<file path="config.mk">
export PLATFORM = sky130hd
export DESIGN_NAME = pvd_regfile
export DESIGN_NICKNAME = d
export VERILOG_FILES = /design/src/rtl/pvd_pkg.sv /design/src/rtl/pvd_irq.sv /design/src/rtl/pvd_feat.sv /design/src/rtl/pvd_queue_bank.sv /design/src/rtl/pvd_regfile.sv
export SDC_FILE = /design/constraint.sdc
export NUM_CORES = 1
export LEC_CHECK = 0
export ABC_CLOCK_PERIOD_IN_PS = 5700
export BUFFER_PORTS_ARGS = -buffer_cell sky130_fd_sc_hd__buf_2
export CORE_AREA = 2 2 382 384
export CTS_CLUSTER_SIZE = 25
export DETAILED_ROUTE_END_ITERATION = 7
export DIE_AREA = 0 0 384 386
export SLEW_MARGIN = 15
export SYNTH_ARGS = -nofsm -noshare
export SYNTH_HDL_FRONTEND = slang
export SYNTH_SLANG_ARGS = --single-unit
</file>
<file path="constraint.sdc">
create_clock -name clk -period 5.7 [get_ports clk]
set_clock_uncertainty 0.15 [all_clocks]
set_input_delay 0 -clock clk [delete_from_list [all_inputs] [get_ports clk]]
set_output_delay 0 -clock clk [all_outputs]
set_load 0.01 [all_outputs]
</file>
<file path="src/rtl/pvd_pkg.sv">
package pvd_pkg;
  localparam logic [11:0] OFF_MAGIC   = 12'h000;
  localparam logic [11:0] OFF_VER     = 12'h004;
  localparam logic [11:0] OFF_DEVID   = 12'h008;
  localparam logic [11:0] OFF_VENID   = 12'h00C;
  localparam logic [11:0] OFF_DFEAT   = 12'h010;
  localparam logic [11:0] OFF_DFSEL   = 12'h014;
  localparam logic [11:0] OFF_GFEAT   = 12'h020;
  localparam logic [11:0] OFF_GFSEL   = 12'h024;
  localparam logic [11:0] OFF_QSEL    = 12'h030;
  localparam logic [11:0] OFF_QMAX    = 12'h034;
  localparam logic [11:0] OFF_QNUM    = 12'h038;
  localparam logic [11:0] OFF_QRDY    = 12'h044;
  localparam logic [11:0] OFF_ISR     = 12'h060;
  localparam logic [11:0] OFF_IACK    = 12'h064;
  localparam logic [11:0] OFF_STAT    = 12'h070;
  localparam logic [11:0] OFF_DESC_LO = 12'h080;
  localparam logic [11:0] OFF_DESC_HI = 12'h084;
  localparam logic [11:0] OFF_DRV_LO  = 12'h090;
  localparam logic [11:0] OFF_DRV_HI  = 12'h094;
  localparam logic [11:0] OFF_DEV_LO  = 12'h0A0;
  localparam logic [11:0] OFF_DEV_HI  = 12'h0A4;
  localparam logic [11:0] OFF_SHM_LL  = 12'h0B0;
  localparam logic [11:0] OFF_SHM_LH  = 12'h0B4;
  localparam logic [11:0] OFF_SHM_BL  = 12'h0B8;
  localparam logic [11:0] OFF_SHM_BH  = 12'h0BC;
  localparam logic [11:0] OFF_QRST    = 12'h0C0;

  localparam logic [31:0] MAGIC_WORD  = 32'h7472_6976;
  localparam logic [31:0] VERSION_NUM = 32'd2;

  typedef enum logic [3:0] {
    QF_NONE, QF_SIZE, QF_READY,
    QF_DESC_LO, QF_DESC_HI, QF_DRV_LO, QF_DRV_HI, QF_DEV_LO, QF_DEV_HI
  } qfield_e;
endpackage

</file>
<file path="src/rtl/pvd_irq.sv">
module pvd_irq (
  input  logic       clk,
  input  logic       rst_n,
  input  logic [1:0] evt_i,
  input  logic       ack_we,
  input  logic [1:0] ack_mask,
  input  logic       clr,
  output logic [1:0] isr_o,
  output logic       irq_o
);
  always_ff @(posedge clk or negedge rst_n) begin
    if (!rst_n)   isr_o <= '0;
    else if (clr) isr_o <= '0;
    else          isr_o <= (isr_o & ~(ack_we ? ack_mask : 2'b00)) | evt_i;
  end

  assign irq_o = |isr_o;


  evt_beats_ack_chk: assert property (@(posedge clk) disable iff (!rst_n)
    (evt_i[0] && !clr) |=> isr_o[0]);


  ack_clears_chk: assert property (@(posedge clk) disable iff (!rst_n)
    (ack_we && ack_mask[0] && !evt_i[0]) |=> !isr_o[0]);
endmodule

</file>
<file path="src/rtl/pvd_feat.sv">
module pvd_feat #(
  parameter logic [63:0] DEV_FEATURES = 64'h0
) (
  input  logic        clk,
  input  logic        rst_n,
  input  logic [31:0] dev_sel,
  input  logic [31:0] drv_sel,
  input  logic        drv_we,
  input  logic [31:0] wdata,
  input  logic        clr,
  output logic [31:0] dev_word_o,
  output logic [63:0] drv_feat_o
);
  always_comb begin
    if (dev_sel == 32'd0)      dev_word_o = DEV_FEATURES[31:0];
    else if (dev_sel == 32'd1) dev_word_o = DEV_FEATURES[63:32];
    else                       dev_word_o = '0;
  end

  always_ff @(posedge clk or negedge rst_n) begin
    if (!rst_n)    drv_feat_o <= '0;
    else if (clr)  drv_feat_o <= '0;
    else if (drv_we && drv_sel == 32'd0) drv_feat_o[31:0]  <= wdata;
    else if (drv_we && drv_sel == 32'd1) drv_feat_o[63:32] <= wdata;
  end


  low_word_store_chk: assert property (@(posedge clk) disable iff (!rst_n)
    (drv_we && drv_sel == 32'd0 && !clr) |=> drv_feat_o[31:0] == $past(wdata));
endmodule

</file>
<file path="src/rtl/pvd_queue_bank.sv">
module pvd_queue_bank
  import pvd_pkg::*;
#(
  parameter int NUM_QUEUES = 4,
  parameter int QSIZE_W    = 16,
  localparam int IDX_W     = $clog2(NUM_QUEUES)
) (
  input  logic                          clk,
  input  logic                          rst_n,
  input  logic [IDX_W-1:0]              qidx_i,
  input  logic                          qvalid_i,
  input  qfield_e                       fld_i,
  input  logic [31:0]                   wdata,
  input  logic                          clr_all_i,
  input  logic                          clr_sel_i,
  output logic [NUM_QUEUES-1:0]         q_ready_o,
  output logic [NUM_QUEUES*QSIZE_W-1:0] q_size_o,
  output logic [NUM_QUEUES*64-1:0]      q_desc_o,
  output logic [NUM_QUEUES*64-1:0]      q_drv_o,
  output logic [NUM_QUEUES*64-1:0]      q_dev_o,
  output logic                          rd_ready_o
);
  for (genvar gi = 0; gi < NUM_QUEUES; gi++) begin : g_q
    logic               hit;
    logic               rdy;
    logic [QSIZE_W-1:0] sz;
    logic [63:0]        desc, drv, dev;

    assign hit = qvalid_i && (qidx_i == IDX_W'(gi));

    always_ff @(posedge clk or negedge rst_n) begin
      if (!rst_n) begin
        rdy <= 1'b0; sz <= '0; desc <= '0; drv <= '0; dev <= '0;
      end else if (clr_all_i || (clr_sel_i && hit)) begin
        rdy <= 1'b0; sz <= '0; desc <= '0; drv <= '0; dev <= '0;
      end else if (hit) begin
        case (fld_i)
          QF_SIZE:    sz          <= wdata[QSIZE_W-1:0];
          QF_READY:   rdy         <= wdata[0];
          QF_DESC_LO: desc[31:0]  <= wdata;
          QF_DESC_HI: desc[63:32] <= wdata;
          QF_DRV_LO:  drv[31:0]   <= wdata;
          QF_DRV_HI:  drv[63:32]  <= wdata;
          QF_DEV_LO:  dev[31:0]   <= wdata;
          QF_DEV_HI:  dev[63:32]  <= wdata;
          default: ;
        endcase
      end
    end

    assign q_ready_o[gi]                   = rdy;
    assign q_size_o[gi*QSIZE_W +: QSIZE_W] = sz;
    assign q_desc_o[gi*64 +: 64]           = desc;
    assign q_drv_o[gi*64 +: 64]            = drv;
    assign q_dev_o[gi*64 +: 64]            = dev;
  end

  always_comb begin
    rd_ready_o = 1'b0;
    for (int i = 0; i < NUM_QUEUES; i++)
      if (qvalid_i && qidx_i == IDX_W'(i)) rd_ready_o = q_ready_o[i];
  end


  clr_all_ready_chk: assert property (@(posedge clk) disable iff (!rst_n)
    clr_all_i |=> (q_ready_o == '0));
endmodule

</file>
<file path="src/rtl/pvd_regfile.sv">
module pvd_regfile
  import pvd_pkg::*;
#(
  parameter int          NUM_QUEUES     = 4,
  parameter int          QSIZE_W        = 16,
  parameter int          QUEUE_MAX      = 256,
  parameter logic [31:0] DEVICE_ID      = 32'd1,
  parameter logic [31:0] VENDOR_ID      = 32'h0000_5A5A,
  parameter logic [63:0] DEV_FEATURES   = 64'h0000_0100_1234_5678,
  parameter int          RING_RESET_BIT = 40,
  localparam int         IDX_W          = $clog2(NUM_QUEUES)
) (
  input  logic                          clk,
  input  logic                          rst_n,
  input  logic [11:0]                   bus_addr,
  input  logic                          bus_we,
  input  logic [31:0]                   bus_wdata,
  output logic [31:0]                   bus_rdata,
  input  logic [1:0]                    evt_i,
  output logic                          irq_o,
  output logic                          dev_reset_o,
  output logic [7:0]                    dev_status_o,
  output logic [63:0]                   drv_feat_o,
  output logic [NUM_QUEUES-1:0]         q_ready_o,
  output logic [NUM_QUEUES*QSIZE_W-1:0] q_size_o,
  output logic [NUM_QUEUES*64-1:0]      q_desc_o,
  output logic [NUM_QUEUES*64-1:0]      q_drv_o,
  output logic [NUM_QUEUES*64-1:0]      q_dev_o
);
  logic [11:0] off;
  logic        aligned;
  logic        wr;
  logic [31:0] dev_sel, drv_sel, qsel;
  logic        qvalid;
  logic        dev_clr, qrst_req, qrst_go;
  qfield_e     fld;
  logic [31:0] dev_word;
  logic [1:0]  isr;
  logic        rd_ready;

  assign aligned = (bus_addr[1:0] == 2'b00);
  assign off     = aligned ? bus_addr : 12'hFFF;
  assign wr      = bus_we && aligned;
  assign qvalid  = (qsel < 32'(NUM_QUEUES));

  assign dev_clr  = wr && off == OFF_STAT && bus_wdata == 32'd0;
  assign qrst_req = wr && off == OFF_QRST && bus_wdata[0];
  assign qrst_go  = qrst_req && drv_feat_o[RING_RESET_BIT];

  always_ff @(posedge clk or negedge rst_n) begin
    if (!rst_n) begin
      dev_sel <= '0; drv_sel <= '0; qsel <= '0;
      dev_status_o <= '0; dev_reset_o <= 1'b0;
    end else begin
      dev_reset_o <= dev_clr;
      if (wr && off == OFF_DFSEL) dev_sel <= bus_wdata;
      if (wr && off == OFF_GFSEL) drv_sel <= bus_wdata;
      if (wr && off == OFF_QSEL)  qsel    <= bus_wdata;
      if (dev_clr) dev_status_o <= '0;
      else if (wr && off == OFF_STAT) dev_status_o <= bus_wdata[7:0];
    end
  end

  always_comb begin
    fld = QF_NONE;
    if (wr) begin
      case (off)
        OFF_QNUM:    fld = QF_SIZE;
        OFF_QRDY:    fld = QF_READY;
        OFF_DESC_LO: fld = QF_DESC_LO;
        OFF_DESC_HI: fld = QF_DESC_HI;
        OFF_DRV_LO:  fld = QF_DRV_LO;
        OFF_DRV_HI:  fld = QF_DRV_HI;
        OFF_DEV_LO:  fld = QF_DEV_LO;
        OFF_DEV_HI:  fld = QF_DEV_HI;
        default:     fld = QF_NONE;
      endcase
    end
  end

  pvd_feat #(.DEV_FEATURES(DEV_FEATURES)) u_feat (
    .clk(clk), .rst_n(rst_n), .dev_sel(dev_sel), .drv_sel(drv_sel),
    .drv_we(wr && off == OFF_GFEAT), .wdata(bus_wdata), .clr(dev_clr),
    .dev_word_o(dev_word), .drv_feat_o(drv_feat_o)
  );

  pvd_queue_bank #(.NUM_QUEUES(NUM_QUEUES), .QSIZE_W(QSIZE_W)) u_qbank (
    .clk(clk), .rst_n(rst_n), .qidx_i(qsel[IDX_W-1:0]), .qvalid_i(qvalid),
    .fld_i(fld), .wdata(bus_wdata), .clr_all_i(dev_clr), .clr_sel_i(qrst_go),
    .q_ready_o(q_ready_o), .q_size_o(q_size_o), .q_desc_o(q_desc_o),
    .q_drv_o(q_drv_o), .q_dev_o(q_dev_o), .rd_ready_o(rd_ready)
  );

  pvd_irq u_irq (
    .clk(clk), .rst_n(rst_n), .evt_i(evt_i),
    .ack_we(wr && off == OFF_IACK), .ack_mask(bus_wdata[1:0]),
    .clr(dev_clr), .isr_o(isr), .irq_o(irq_o)
  );

  always_comb begin
    case (off)
      OFF_MAGIC: bus_rdata = MAGIC_WORD;
      OFF_VER:   bus_rdata = VERSION_NUM;
      OFF_DEVID: bus_rdata = DEVICE_ID;
      OFF_VENID: bus_rdata = VENDOR_ID;
      OFF_DFEAT: bus_rdata = dev_word;
      OFF_QMAX:  bus_rdata = qvalid ? 32'(QUEUE_MAX) : 32'd0;
      OFF_QRDY:  bus_rdata = {31'd0, rd_ready};
      OFF_ISR:   bus_rdata = {30'd0, isr};
      OFF_STAT:  bus_rdata = {24'd0, dev_status_o};
      OFF_SHM_LL, OFF_SHM_LH, OFF_SHM_BL, OFF_SHM_BH: bus_rdata = 32'hFFFF_FFFF;
      default:   bus_rdata = 32'd0;
    endcase
  end


  zero_status_reset_chk: assert property (@(posedge clk) disable iff (!rst_n)
    dev_clr |=> (dev_reset_o && dev_status_o == 8'd0 && drv_feat_o == 64'd0));


  qreset_gated_chk: assert property (@(posedge clk) disable iff (!rst_n)
    (qrst_req && !drv_feat_o[RING_RESET_BIT]) |=> $stable(q_ready_o));
endmodule

</file>
# After elaboration in Yosys (flattened, before gate mapping)

Cells that the tools add are included.

Word-level logic and storage cells: 255
Input port bits: 49
Register bits after elaboration: 1007
Output and inout port bits: 942

Reduce and logical (&&, ||, !) cells: 105
Muxes and demuxes: 67
Equal/unequal tests: 39
Bitwise logic cells: 3
$lt $le $gt $ge: 1

Operators by type and width:

| cell                | number |
|---|---|
| $mux 64             | 25 |
| $pmux 32 s10        | 1 |
| $mux 32             | 9 |
| $mux 16             | 9 |
| $eq 12x8->1 const B | 11 |
| $logic_not 32->1    | 3 |
| $reduce_bool 2->1   | 39 |
| $reduce_and 2->1    | 33 |
| $eq 32x1->1 const B | 2 |
| $eq 12x6->1 const B | 5 |
| $eq 12x7->1 const B | 4 |
| $lt 32x3->1 const B | 1 |
| $pmux 4 s8          | 1 |
| $mux 29             | 1 |
| $eq 12x4->1 const B | 2 |
| $eq 12x5->1 const B | 2 |
| $logic_and 1x1->1   | 21 |
| $mux 9              | 2 |
| $eq 4x3->1 const B  | 4 |
| $mux 8              | 2 |
| $mux 1              | 13 |
| $eq 12x3->1 const B | 1 |
| $logic_not 12->1    | 1 |
| $mux 12             | 1 |
| 15 further kinds    | 22 |

# Logic depth before layout (Yosys ltp)

Gate-level depths: netlist (run 1).

Word-level depth: 10
Gate-level depth with buffers: 10
Mapped depth without buffers: 7

# Modules after synthesis

Synthesis (run 1) repeated with hierarchy kept, for this count alone.

Cell total of the unflattened synthesis: 2665
Area, all modules: 40575.2 um2

By module, submodules not included:

| module         | cells each | seq. area each (um2) | area each (um2) | instances |
|---|---|---|---|---|
| pvd_queue_bank | 1994       | 20920.1              | 32190.9         | 1 |
| pvd_regfile    | 362        | 2627.5               | 4873.4          | 1 |
| pvd_feat       | 300        | 1601.5               | 3422.0          | 1 |
| pvd_irq        | 9          | 50.0                 | 88.8            | 1 |

# Worst setup path before layout (run 1)

No wires, ideal clock.

Kind: register to register
Start point: reg qsel[30]
End point: reg u_qbank.g_q[1].dev[34]
Path buffers: 2
Stages on the path, launching flop included: 9
Period minus slack after synthesis: 2703 ps
Required time: 5429 ps
Library setup time: 121 ps
Arrival time: 2432 ps
Slack: 2997 ps
Cell sequence: dfrtp_1 > nor4_2 > nand4_1 > nor4_2 > nor2_1 > or2_1 > clkbuf_1 > buf_2 > a22o_1

Word-level cells in the longest chain between the ends: 6
Elaborated cells on any way between the ends: 8
Classes of those cells: order compare (1); mux (1); reduce/logical (6)

RTL lines:

| item                        | RTL line             | text |
|---|---|---|
| from (decl)                 | pvd_regfile.sv:33    | `logic [31:0] dev_sel, drv_sel, qsel;` |
| from (signal assigned)      | pvd_regfile.sv:58    | `if (wr && off == OFF_QSEL) qsel <= bus_wdata;` |
| $lt 32x3->1 *               | pvd_regfile.sv:44    | `assign qvalid = (qsel < 32'(NUM_QUEUES));` |
| $logic_and 1x1->1 *         | pvd_queue_bank.sv:29 | `assign hit = qvalid_i && (qidx_i == IDX_W'(gi));` |
| $logic_and 1x1->1           | pvd_queue_bank.sv:34 | `end else if (clr_all_i \|\| (clr_sel_i && hit)) begin` |
| $logic_or 1x1->1            | pvd_queue_bank.sv:34 |  |
| $reduce_bool 2->1 (no line) | -                    |  |
| $reduce_and 2->1 (no line)  | -                    |  |
| to (signal assigned)        | pvd_queue_bank.sv:45 | `QF_DEV_HI: dev[63:32] <= wdata;` |
| to (decl)                   | pvd_queue_bank.sv:27 | `logic [63:0] desc, drv, dev;` |

Mark *: on every way between the ends. The rest lies on a longest branch, timed or not.
A chain may end at the register's enable or synchronous reset.

# Worst setup path after layout (run 1)

Start point: in bus_wdata[0]
End point: reg u_qbank.g_q[1].dev[7]

Word-level cells in the longest chain between the ends: 6
Elaborated cells on any way between the ends: 10
Classes of those cells: mux (1); reduce/logical (9)

RTL lines:

| item                                                                     | RTL line             | text |
|---|---|---|
| from (decl)                                                              | pvd_regfile.sv:17    | `input logic [31:0] bus_wdata,` |
| parallel branches: the longest is 3 deep, another holds $logic_not 32->1 | -                    |  |
| $logic_or 1x1->1 *                                                       | pvd_queue_bank.sv:34 |  |
| $reduce_bool 2->1 (no line)                                              | -                    |  |
| $reduce_and 2->1 (no line)                                               | -                    |  |
| to (signal assigned)                                                     | pvd_queue_bank.sv:44 | `QF_DEV_LO: dev[31:0] <= wdata;` |

Every way passes the cells marked *.

==> results of run 1 <==
## tightest hold or removal path, cell delays in order
cell,delay [ns]
dlygate4sd3_1,0.52
buf_2,0.20
a22o_1,0.17
## cell families after synthesis
| group | Yosys count |
|---|---|
| compound gates | 1114 |
| flops | 1007 |
| simple gates | 400 |
| buf+inv | 388 |
| mux | 39 |
| xor+xnor | 1 |
## routing by layer
layer,vias up,track usage [%]
met1,16339,29.4
li1,12740,-
met2,1984,36.1
met3,390,6.67
met5,-,0
met4,2,10.4
## flip-flops by register name, indices dropped and copies added (netlist names), 32 cells and up
signal / cells
u_qbank.g_q.desc: 256
u_qbank.g_q.dev: 256
u_qbank.g_q.drv: 256
u_feat.drv_feat_o: 64
u_qbank.g_q.sz: 64
dev_sel: 32
drv_sel: 32
qsel: 32
## placed cells by master (no fill, tap or decap), types with 12 or more instances in the layout
cell type and count:
dfrtp_1 1007, buf_2 989, a22o_1 720, o21ai_0 335
nand2_1 150, buf_4 110, clkbuf_16 108, nand3_1 74
inv_1 55, dlygate4sd3_1 55, mux2_2 38, nor4_1 32
clkbuf_1 28, clkbuf_8 24, nor2_1 23, nor2_4 20
nand4_1 18, o21ai_1 18, clkinv_2 13, a21oi_4 12
## how the worst min path moves through the flow
stage                            start                     to  slack, ns
after floorplan                  rst_n            dev_reset_o      -0.45
after global placement           rst_n  u_qbank.g_q[2].sz[12]      -0.03
after detailed placement         rst_n   u_qbank.g_q[2].sz[8]      -0.03
after CTS                 bus_wdata[5]  u_qbank.g_q[0].dev[5]       0.01
after global routing      bus_wdata[5]  u_qbank.g_q[0].dev[5]       0.05
final                     bus_wdata[5]  u_qbank.g_q[0].dev[5]       0.07
## layout make-up
cell class / instances / area, µm²
multi-input combinational: 1554 / 11300
tap: 1917 / 2400
sequential: 1007 / 25200
antenna: 11 / 27.5
fill: 14449 / 95300
clock buffer: 160 / 3140
inverter: 56 / 210
timing repair buffer: 1161 / 6480
clock inverter: 34 / 398
## power by group through the flow
stage                     Clock, µW  Sequential (µW)  Combinational (µW)
after floorplan                   0             7290                 129
after global placement            0             7280                 546
after detailed placement          0             7280                 549
after CTS                      7150             7150                 586
after global routing           7430             7150                 616
final                          7050             7150                 580
## timing repair
action	4_1_cts	5_1_grt
endpoints found under the hold margin	1727	0
setup endpoints to repair	0	0
hold buffers	56	0
## per-stage QoR
step | util [%] | worst slack (ns) | hold WS, ns | power (µW)
6_report | 34.0 | 1.23 | 0.0725 | 14800
5_1_grt | 34.0 | 0.952 | 0.0518 | 15200
4_1_cts | 34.0 | 1.23 | 0.0101 | 14900
3_5_place_dp | 31.2 | 1.00 | -0.0297 | 7830
3_3_place_gp | 31.2 | 1.03 | -0.0342 | 7830
2_1_floorplan | - | 3.00 | -0.446 | 7420
==> results.yml, run 1 <==
status:
  status: "finished, final reports clean"
pwr:
  power_frac_seq_pct: 48.4
  max-vdd-ir-drop_uv: 282
  p_clk_share_pct: 47.7
  leakagePower_uw: 0.0262
  power_switching_uw: 3540
  powerDensity_nw_per_um2: 301
  combPwrFrac_pct: 3.9
  power.internal_uw: 11200
  switching_share_pct: 24.0
routing:
  drt-total-wl_mm: 178
  met3_length_mm: 18.2
  wl_met1_mm: 69.0
  drc: 0
  wl_met2_mm: 82.5
  wl_per_cell_um: 30.1
  routed-via-count: 31455
  final_antenna_net_count: 0
  vias_per_cell: 5.33
  drt_iter0_markers: 3048
  highest_layer: "met5"
  dr.pass1.iters: 5
place:
  place.gp.congestion: 0.860
  place_inst: 5639
  dp_hpwl_mm: 116
  port_buffers: 990
  post_dp_cell_area_um2: 45000
global_routing:
  antenna_found_initial: 25
  track_usage_pct: 23.0
  overflow: 0
  grt_pass1_vias: 29957
  grt_max_degree: 155
  grt_pass1_wl_mm: 241
floorplanning:
  dieArea_um2: 148000
  io_pins: 991
  die_h_um: 386
  coreArea_um2: 145000
  die_w_um: 384
  rows: 140
  start_util_pct: 26.2
cells_and_area:
  area_delta_synth_final_pct: 30.1
  fin_nets: 3936
  layout.cells.non_filler: 5900
  layout-drive-gt1-share_pct: 35.0
  final_area_um2: 49200
setup_path:
  crit_path_top_delay_cell: "or4_4"
  r2r-end: "u_qbank.g_q[0].dev[27]"
  worst-r2r-cell-count: 9
  cp.depth: 12
  cp_slowest_stage_delay_ns: 0.97
  worstSetupPathType: "in -> reg"
  arrival_ns: 4.96
  critical_path.top_delay_family: "simple AND/OR/NAND/NOR gates"
  critPathCaptureType: "register"
  required_ns: 6.18
  crit_end: "u_qbank.g_q[1].dev[7]"
  crit_chain: "dlygate4sd3_1 > buf_2 > nor4_1 > nand4_1 > or4_4 > inv_2 > buf_4 > nor2_1 > buf_4 > nor2_4 > buf_4 > a22o_1"
  reg2reg_slack_ns: 1.56
  start_kind: "primary input"
  critPathBufInv: 6
  crit_fanout: 67
  critical_path.startpoint: "bus_wdata[0]"
  reg2reg_from: "qsel[25]"
  crit_top_cell: "buf_4"
sta:
  relSlewSlack_pct: 17.2
  min_period_over_period_pct: 78.5
  max_clock_freq_mhz: 224
  fin_crit_ns: 4.47
  finalSetupViolations: 0
  final-hold-violation-count: 0
  rsz0062_at_grt: "false"
  slew_violations: 0
  setup_tns_ns: 0
  tightest_slew_ns: 1.23
clock_tree:
  clkSinkCount: 1007
  numCtsBuffers: 107
  clock_path_buffers: 3
  post_cts_buffers: 0
  insertion_delay_ns: 0.72
  post_cts_resized: 0
  root_buffer: "clkbuf_16"
  clk_pin_slew_ns: 0.06
  cts_tree: "built"
  h-tree-depth: 3
synth:
  syn_area_um2: 37800
  synth-edff-count: 0
  async_flop_share_pct: 100
  yosys.area_share.simple_pct: 5.68
  yosysTopAreaCell: "dfrtp_1"
  synth_top_family_by_area: "compound AO/OA/AOI/OAI gates"
  synthAdderAreaFrac_pct: 0
  yosys_register_bits: 1007
  synth.top_cell.area_share_pct: 66.6
  ys_seq_area_share_pct: 66.6
  ys_top_cells_by_area: "dfrtp_1 (67%), a22o_1 (17%), o21ai_0 (4.5%)"
  synthXorXnorAreaFrac_pct: 0.0232
  syn_inst: 2949
  synth_compound_area_share_pct: 22.1
  synthMuxAreaShare_pct: 1.19
  ys.flop_type: "dfrtp_1"
  synth_nets: 2998
  yosysMostFrequentCell: "dfrtp_1"
  synth_cell_types: 58
  yosysWarnings: 0
  synthTopCellsByCount: "dfrtp_1 (1007), a22o_1 (720), o21ai_0 (337)"
  syn_avg_cell_area_um2: 12.8
hold_path:
  hold_path_class: "in -> reg"
  whs_path_depth: 3
flow_run:
  drv_cap: 0
Power figures use the tool's default switching activity.
==> run 2: changes to the inputs <==
Settings changed: ABC_CLOCK_PERIOD_IN_PS 5700 to 4500.
Clock period 5.7 ns to 4.5 ns, I/O delays scaled along.
==> results.yml, run 2 (synthesized netlist as in run 1, its figures left out) <==
status:
  status: "finished, final reports clean"
global_routing:
  track_usage_pct: 23.3
  grt_pass1_wl_mm: 243
  antenna_found_initial: 21
  grt_pass1_vias: 30420
  overflow: 0
  grt_max_degree: 132
sta:
  fin_hold_ws_ns: 0.108
  rsz0062_at_grt: "false"
  slew_violations: 0
  relSlewSlack_pct: 18.5
  finalSetupViolations: 0
  min_period_over_period_pct: 97.8
  setup_tns_ns: 0
  fin_crit_ns: 4.40
  final-hold-violation-count: 0
  tightest_slew_ns: 1.22
  max_clock_freq_mhz: 227
clock_tree:
  h-tree-depth: 3
  clk_pin_slew_ns: 0.06
  cts_tree: "built"
  clock_path_buffers: 3
  clkSinkCount: 1007
  post_cts_buffers: 0
  insertion_delay_ns: 0.72
  root_buffer: "clkbuf_16"
  numCtsBuffers: 108
setup_path:
  cp.depth: 12
  worstSetupPathType: "in -> reg"
  critPathCaptureType: "register"
  worst-r2r-cell-count: 7
  start_kind: "primary input"
  cp_slowest_stage_delay_ns: 0.80
  critical_path.startpoint: "bus_wdata[26]"
  crit_fanout: 27
  crit_end: "u_qbank.g_q[1].dev[49]"
  critical_path.top_delay_family: "buffers and inverters"
  required_ns: 4.94
  crit_chain: "dlygate4sd3_1 > buf_2 > nor4_1 > nand4_1 > buf_4 > or4_4 > dlygate4sd3_1 > inv_2 > nor2_1 > or2_2 > buf_4 > a22o_1"
  critPathBufInv: 6
  crit_path_top_delay_cell: "dlygate4sd3_1"
  arrival_ns: 4.84
  reg2reg_from: "qsel[25]"
  reg2reg_slack_ns: 0.92
  r2r-end: "u_qbank.g_q[2].dev[4]"
floorplanning:
  dieArea_um2: 148000
  die_h_um: 386
  rows: 140
  io_pins: 991
  start_util_pct: 26.2
  coreArea_um2: 145000
  die_w_um: 384
cells_and_area:
  reg_top3: "u_qbank.g_q.desc (256), u_qbank.g_q.dev (256), u_qbank.g_q.drv (256)"
  fin_nets: 3953
  final_common_cell: "dfrtp_1"
  final_cell_mix: "dfrtp_1 (1007), buf_2 (989), a22o_1 (720)"
  layout-drive-gt1-share_pct: 35.7
  area_delta_synth_final_pct: 31.5
  post-route-util_pct: 34.4
pwr:
  leakagePower_uw: 0.0264
  powerDensity_nw_per_um2: 388
  p_total_uw: 19300
  max-vdd-ir-drop_uv: 386
routing:
  drc: 0
  final_antenna_net_count: 0
  drt-total-wl_mm: 179
  vias_per_cell: 5.31
  drt_iter0_markers: 2930
  routed-via-count: 31462
  dr.pass1.iters: 5
  wl_per_cell_um: 30.3
hold_path:
  min-delay-start: "bus_addr[10]"
  hold_path_class: "in -> reg"
place:
  port_buffers: 990
  place.gp.congestion: 0.882
  dp_hpwl_mm: 116
flow_run:
  drv_cap: 0
run 2: cell type report:
cell class / instances / area [µm²]
multi-input combinational: 1554 / 11400
tap: 1917 / 2400
timing repair buffer: 1177 / 6730
fill: 14375 / 94800
sequential: 1007 / 25200
antenna: 10 / 25.0
clock inverter: 44 / 594
inverter: 56 / 210
clock buffer: 160 / 3220
run 2: worst reg2reg max path, cell delays in order (launching register included):
cell and delay [ns]:
dfrtp_1 0.38, nor4_1 0.44, nand4_1 0.48, nor4_4 0.85
nor2_4 0.38, nor2_4 0.20, buf_4 0.38, a22o_1 0.26
run 2: stage by stage:
| step | setup slack (ns) | cells | cell area [µm²] |
|---|---|---|---|
| 2_1_floorplan | 1.80 | 2949 | 37800 |
| 3_3_place_gp | 0.0652 | 5655 | 45300 |
| 3_5_place_dp | 0.521 | 5655 | 45300 |
| 4_1_cts | 0.0186 | 5914 | 49700 |
| 5_1_grt | 0.0401 | 5916 | 49700 |
| 6_report | 0.0992 | 5925 | 49700 |
run 2: worst min path at each step:
stage                                         to  slack (ns)  cells after the start
after global routing      u_qbank.g_q[0].dev[32]        0.10                      5
after global placement     u_feat.drv_feat_o[60]        0.03                      1
after floorplan                      dev_reset_o       -0.45                      0
after CTS                     u_qbank.g_q[0].rdy       0.008                      6
after detailed placement   u_feat.drv_feat_o[61]        0.04                      1
final                                    qsel[1]        0.11                      6
run 2: metal layers:
layer	up-vias	share of wire [%]	track usage [%]
li1	12777	-	-
met2	1951	46	36.2
met1	16321	40	30.2
met4	0	4.9	10.7
met3	413	9.7	6.30
met5	-	0	0
run 2: power by group:
| group | switching (µW) | internal [µW] |
|---|---|---|
| sequential | 2.56 | 9060 |
| combinational | 634 | 106 |
| clock | 3970 | 5560 |
run 2: repair_timing:
action / in CTS / in global routing
gates resized for setup: 0 / 1
hold buffers: 55 / 0
endpoints found under the hold margin: 1636 / 0
setup endpoints to repair: 0 / 382
